### config.mk
export PLATFORM = sky130hd
export DESIGN_NAME = round_unit
export DESIGN_NICKNAME = d
export VERILOG_FILES = /design/src/rtl/round_pkg.sv /design/src/rtl/round_grs_split.sv /design/src/rtl/round_inc_decide.sv /design/src/rtl/round_inc_apply.sv /design/src/rtl/round_out_stage.sv /design/src/rtl/round_unit.sv
export SDC_FILE = /design/constraint.sdc
export NUM_CORES = 1
export LEC_CHECK = 0
export ABC_AREA = 1
export BUFFER_PORTS_ARGS = -buffer_cell sky130_fd_sc_hd__clkbuf_2
export CORE_MARGIN = 2
export CORE_UTILIZATION = 53
export CTS_CLUSTER_SIZE = 14
export DETAILED_ROUTE_END_ITERATION = 16
export GPL_TIMING_DRIVEN = 0
export PLACE_DENSITY = 0.87
export SYNTH_ARGS = -nofsm -noshare
export SYNTH_HDL_FRONTEND = slang
export SYNTH_HIERARCHICAL = 1
export SYNTH_SLANG_ARGS = --single-unit
### constraint.sdc
create_clock -name clk -period 1.8 [get_ports clk]
set_input_delay 0.54 -clock clk [delete_from_list [all_inputs] [get_ports clk]]
set_output_delay 0.54 -clock clk [all_outputs]
set_load 0.05 [all_outputs]
### src/rtl/round_pkg.sv
package round_pkg;

  typedef enum logic [1:0] {
    RM_NEAR_EVEN = 2'b00,
    RM_TO_NEG    = 2'b01,
    RM_TO_POS    = 2'b10,
    RM_TO_ZERO   = 2'b11
  } rmode_e;

  typedef struct packed {
    logic lsb;  // last kept bit
    logic rnd;  // first discarded bit
    logic stk;  // OR of everything below rnd
  } grs_t;

endpackage

### src/rtl/round_grs_split.sv
module round_grs_split
  import round_pkg::*;
#(
  parameter int SIG_W = 9,
  parameter int EXT_W = 6,
  localparam int IN_W = SIG_W + EXT_W
) (
  input  logic [IN_W-1:0]  mag,
  output logic [SIG_W-1:0] kept,
  output grs_t             grs,
  output logic             inexact
);

  logic sticky;

  assign kept = mag[IN_W-1:EXT_W];

  generate
    if (EXT_W >= 2) begin : g_wide
      assign sticky = |mag[EXT_W-2:0];
    end else begin : g_single
      assign sticky = 1'b0;
    end
  endgenerate

  assign grs.lsb = mag[EXT_W];
  assign grs.rnd = mag[EXT_W-1];
  assign grs.stk = sticky;
  assign inexact = grs.rnd | sticky;

endmodule

### src/rtl/round_inc_decide.sv
module round_inc_decide
  import round_pkg::*;
(
  input  rmode_e mode,
  input  logic   sign,
  input  grs_t   grs,
  output logic   inc
);

  logic lost;
  assign lost = grs.rnd | grs.stk;

  always_comb begin
    unique case (mode)
      RM_NEAR_EVEN: inc = grs.rnd & (grs.stk | grs.lsb);
      RM_TO_NEG:    inc = lost & sign;
      RM_TO_POS:    inc = lost & ~sign;
      default:      inc = 1'b0;
    endcase
  end

endmodule

### src/rtl/round_inc_apply.sv
module round_inc_apply #(
  parameter int SIG_W = 9
) (
  input  logic [SIG_W-1:0] kept,
  input  logic             inc,
  output logic [SIG_W-1:0] sig,
  output logic             carry
);

  logic [SIG_W:0] sum;

  assign sum   = {1'b0, kept} + {{SIG_W{1'b0}}, inc};
  assign carry = sum[SIG_W];
  assign sig   = carry ? sum[SIG_W:1] : sum[SIG_W-1:0];

endmodule

### src/rtl/round_out_stage.sv
module round_out_stage #(
  parameter int DATA_W = 12
) (
  input  logic              clk,
  input  logic              rst_n,
  input  logic              in_valid,
  output logic              in_ready,
  input  logic [DATA_W-1:0] in_data,
  output logic              out_valid,
  input  logic              out_ready,
  output logic [DATA_W-1:0] out_data
);

  assign in_ready = !out_valid || out_ready;

  always_ff @(posedge clk or negedge rst_n) begin
    if (!rst_n) begin
      out_valid <= 1'b0;
      out_data  <= '0;
    end else if (in_ready) begin
      out_valid <= in_valid;
      if (in_valid) out_data <= in_data;
    end
  end

  a_r10_hold_under_stall: assert property (@(posedge clk) disable iff (!rst_n)
    (out_valid && !out_ready) |=> (out_valid && $stable(out_data)));

  a_r10_drain_or_refill: assert property (@(posedge clk) disable iff (!rst_n)
    (out_valid && out_ready && !in_valid) |=> !out_valid);

endmodule

### src/rtl/round_unit.sv
module round_unit
  import round_pkg::*;
#(
  parameter int INT_W  = 1,
  parameter int FRAC_W = 8,
  parameter int EXT_W  = 6,
  localparam int SIG_W = INT_W + FRAC_W,
  localparam int IN_W  = SIG_W + EXT_W
) (
  input  logic             clk,
  input  logic             rst_n,
  input  logic [1:0]       rnd_mode,
  input  logic             in_valid,
  output logic             in_ready,
  input  logic             in_sign,
  input  logic [IN_W-1:0]  in_mag,
  output logic             out_valid,
  input  logic             out_ready,
  output logic             out_sign,
  output logic [SIG_W-1:0] out_sig,
  output logic             out_inexact,
  output logic             out_carry
);

  localparam int DATA_W = SIG_W + 3;
  localparam logic [SIG_W-1:0] RENORM_SIG = {1'b1, {(SIG_W-1){1'b0}}};

  logic [SIG_W-1:0]  kept;
  grs_t              grs;
  logic              lost;
  logic              inc;
  logic [SIG_W-1:0]  rsig;
  logic              rcarry;
  logic [DATA_W-1:0] stage_in;
  logic [DATA_W-1:0] stage_out;

  round_grs_split #(.SIG_W(SIG_W), .EXT_W(EXT_W)) u_split (
    .mag(in_mag), .kept(kept), .grs(grs), .inexact(lost)
  );

  round_inc_decide u_decide (
    .mode(rmode_e'(rnd_mode)), .sign(in_sign), .grs(grs), .inc(inc)
  );

  round_inc_apply #(.SIG_W(SIG_W)) u_apply (
    .kept(kept), .inc(inc), .sig(rsig), .carry(rcarry)
  );

  assign stage_in = {in_sign, rcarry, lost, rsig};

  round_out_stage #(.DATA_W(DATA_W)) u_stage (
    .clk(clk), .rst_n(rst_n),
    .in_valid(in_valid), .in_ready(in_ready), .in_data(stage_in),
    .out_valid(out_valid), .out_ready(out_ready), .out_data(stage_out)
  );

  assign out_sign    = stage_out[DATA_W-1];
  assign out_carry   = stage_out[DATA_W-2];
  assign out_inexact = stage_out[DATA_W-3];
  assign out_sig     = stage_out[SIG_W-1:0];

  // Port-level checks across the output register.
  logic acc;
  assign acc = in_valid && in_ready;

  a_r2_exact_passes: assert property (@(posedge clk) disable iff (!rst_n)
    (acc && in_mag[EXT_W-1:0] == '0) |=>
      (out_valid && out_sig == $past(in_mag[IN_W-1:EXT_W]) && !out_inexact && !out_carry));

  a_r4_zero_truncates: assert property (@(posedge clk) disable iff (!rst_n)
    (acc && rnd_mode == RM_TO_ZERO) |=>
      (out_sig == $past(in_mag[IN_W-1:EXT_W]) && !out_carry));

  a_r5_pos_mode_neg_trunc: assert property (@(posedge clk) disable iff (!rst_n)
    (acc && rnd_mode == RM_TO_POS && in_sign) |=>
      (out_sig == $past(in_mag[IN_W-1:EXT_W]) && !out_carry));

  a_r6_neg_mode_pos_trunc: assert property (@(posedge clk) disable iff (!rst_n)
    (acc && rnd_mode == RM_TO_NEG && !in_sign) |=>
      (out_sig == $past(in_mag[IN_W-1:EXT_W]) && !out_carry));

  a_r7_inexact_flag: assert property (@(posedge clk) disable iff (!rst_n)
    acc |=> (out_inexact == $past(|in_mag[EXT_W-1:0])));

  a_r8_carry_shape: assert property (@(posedge clk) disable iff (!rst_n)
    (out_valid && out_carry) |-> (out_sig == RENORM_SIG && out_inexact));

  a_r9_sign_kept: assert property (@(posedge clk) disable iff (!rst_n)
    acc |=> (out_sign == $past(in_sign)));

endmodule

==> flow_summary.yaml <==
run_status:
  status: "finished with violations"
  violations: "negative setup slack"
cts:
  clock_latency_ns: 0.27
  root_buffer: "clkbuf_4"
  ctsHoldBuffers: 0
  tritoncts_num_sinks: 13
  cts_inserted_buffers: 3
  cts_tree: "yes"
  htree_levels: 1
  path_clk_slew_ns: 0.07
  cts.path.max_buffers: 2
power_and_ir_drop:
  vdd_drop_max_v: 0.000341
  power_w: 0.000979
  power.leakage_nw: 0.856
  power_density_nw_per_um2: 628
cells_and_area:
  most-common-layout-cells: "45 x nand2_1, 23 x clkbuf_2, 17 x buf_4"
  mostFrequentLayoutCell: "nand2_1"
  final_cells: 213
  utilization_pct: 80.2
  syn2layout_area_growth_pct: 44.4
  drive_above_1_share_pct: 51.1
  layout.nets: 214
  fillCellCount: 124
  diodes: 0
critical_path:
  reg2regPathDepth: 5
  crit_path_max_incr_delay_ns: 0.18
  crit_type: "input pin to flop"
  start_kind: "input pin"
  endpoint_kind: "flop"
  worst-endpoint-required_ns: 2.01
  worst_path_max_delay_cell: "ha_4"
  crit_arrival_ns: 2.24
  cp_max_fo: 5
  path_cells: "clkbuf_16, inv_12, ha_4, nand2_1, inv_1, nand2_2, a21oi_4, ha_4, buf_6, nand3_4, nor2_4, nand2_4, o21ai_2, nand3_1, nand2_1"
synth:
  syn-instance-count: 150
  syn_nets: 177
  yosysSeqAreaShare_pct: 30.2
  synth_area_leaders: "dfrtp_1 30%, nand2_1 18%, buf_4 9.0%"
  synth_cell_types: 23
  synth_top_area_share_pct: 30.2
  syn_area_sq_um: 1080
  yosys.area.top_type: "dfrtp_1"
  ys_warn_count: 6
  ys_seq_elements: 13
  syn_avg_cell_area_sq_um: 7.19
global_route:
  grtUsageTotal_pct: 22.2
  met3_usage_pct: 1.84
  grt.busiest_layer: "met2"
  overflow: 0
  antenna_found_initial: 0
  use_met1_pct: 23.9
  globalRouteMet2Util_pct: 43.2
  grt_max_degree: 14
  grt_first_pass_wirelength_microns: 4170
  grt_pass1_vias: 1006
min_path:
  worstHoldPathType: "input pin to asynchronous set/reset pin"
sta:
  finClkSkew_ns: 0.000877
  hold_viol: 0
  rsz0062_at_grt: "true"
  setup_viol: 10
  setup_ws_ns: -0.227
  tns_ns: -1.93
  fin_crit_sh_pct: 113
  maxSlewHeadroom_pct: 79.4
  whs_ns: 0.144
  fmax_mhz: 493
  period_needed_ns: 2.03
  drv_slew: 0
  tightest_slew_ns: 0.309
routing:
  routed_wl_microns: 2860
  drt-initial-drc-count: 15
  wire_per_inst_microns: 13.4
  drc: 0
  num_vias: 1075
  drtAntennaViolNets: 0
  drt_first_pass_iters: 4
  via_per_inst: 5.05
floorplan:
  die_h_microns: 49.1
  start_util_pct: 55.5
  rows: 16
  die_x_microns: 49.1
  die_area_sq_um: 2410
  io_pins: 36
  coreArea_sq_um: 1940
place:
  port_buffers: 26
  hpwl_microns: 1860
  place_inst: 203
  place.gp.congestion: 0.830
flow_run:
  drv_cap: 0
[area by class of cell]
type	instances	area [sq um]	area share [%]
well taps	27	33.8	2.17
inverters	20	92.6	5.94
repair buffers	32	219	14.1
clock buffers	4	26.3	1.69
flip-flops and latches	13	325	20.9
plain buffers	15	120	7.71
multi-input cells	102	741	47.6
[layer usage]
layer  share of wire (%)  routed length [microns]
met4                 1.8                       51
met1                  38                     1080
met5                   0                        0
met2                  57                     1630
met3                 3.7                      107
[critical path: cells and delay by family]
kind / cells / cell delay [ns]
fa+ha+maj: 2 / 0.30
buf+inv: 4 / 0.37
compound gates: 2 / 0.31
simple gates: 7 / 0.73
[state kept, by name, summed over array words and instances, names as in the netlist]
signal             count
u_stage/out_data      12
u_stage/out_valid      1
[logic make-up after synthesis]
family / synth area share (%)
adders and majority gates: 5.80
DFF: 30.2
buffers and inverters: 18.1
and+or+nand+nor: 38.6
xor gates and xnor gates: 2.44
AOI/OAI and AO/OA: 4.87
[synth_stat cells]
cell / instances
a21boi_0: 1
a21oi_1: 1
a21oi_2: 1
buf_4: 13
buf_6: 2
dfrtp_1: 13
ha_1: 5
inv_1: 18
inv_2: 2
nand2_1: 52
nand2_2: 4
nand2_4: 2
nand3_1: 18
nand3_2: 2
nand4_1: 2
nor2_1: 3
nor2_2: 2
nor2_4: 1
nor3_4: 1
o21ai_2: 1
o21bai_1: 3
xnor2_1: 1
xor2_1: 2
[where the power goes]
part	switching (W)	internal, W
logic	0.000308	0.000144
clock network	0.0000860	0.0000859
registers	0.0000231	0.000332
total	0.000417	0.000562
[through the flow]
step	setup WS, ns	instance area [sq um]
6_report	-0.227	1560
5_1_grt	-0.342	1560
2_1_floorplan	-0.175	1150
3_3_place_gp	-0.527	1310
3_5_place_dp	-0.550	1310
4_1_cts	-0.125	1450
[final timing paths]
check	startpoint	end	slack [ns]
setup / recovery	rnd_mode[0]	u_stage/out_data[3]	-0.23
hold / removal	rst_n	u_stage/out_data[4]	0.14
setup reg to reg	u_stage/out_valid	u_stage/out_data[6]	0.80
hold reg to reg	u_stage/out_data[4]	u_stage/out_data[4]	0.47
max in group asynchronous	rst_n	u_stage/out_data[5]	1.42
min in group clk	u_stage/out_data[4]	u_stage/out_data[4]	0.47
[what timing repair did]
item	4_1_cts	5_1_grt
hold endpoints to repair	0	0
buffers inserted	4	2
pin swaps	18	17
resized for setup	17	23
setup endpoints to repair	11	11
Power figures use the tool's default switching activity.
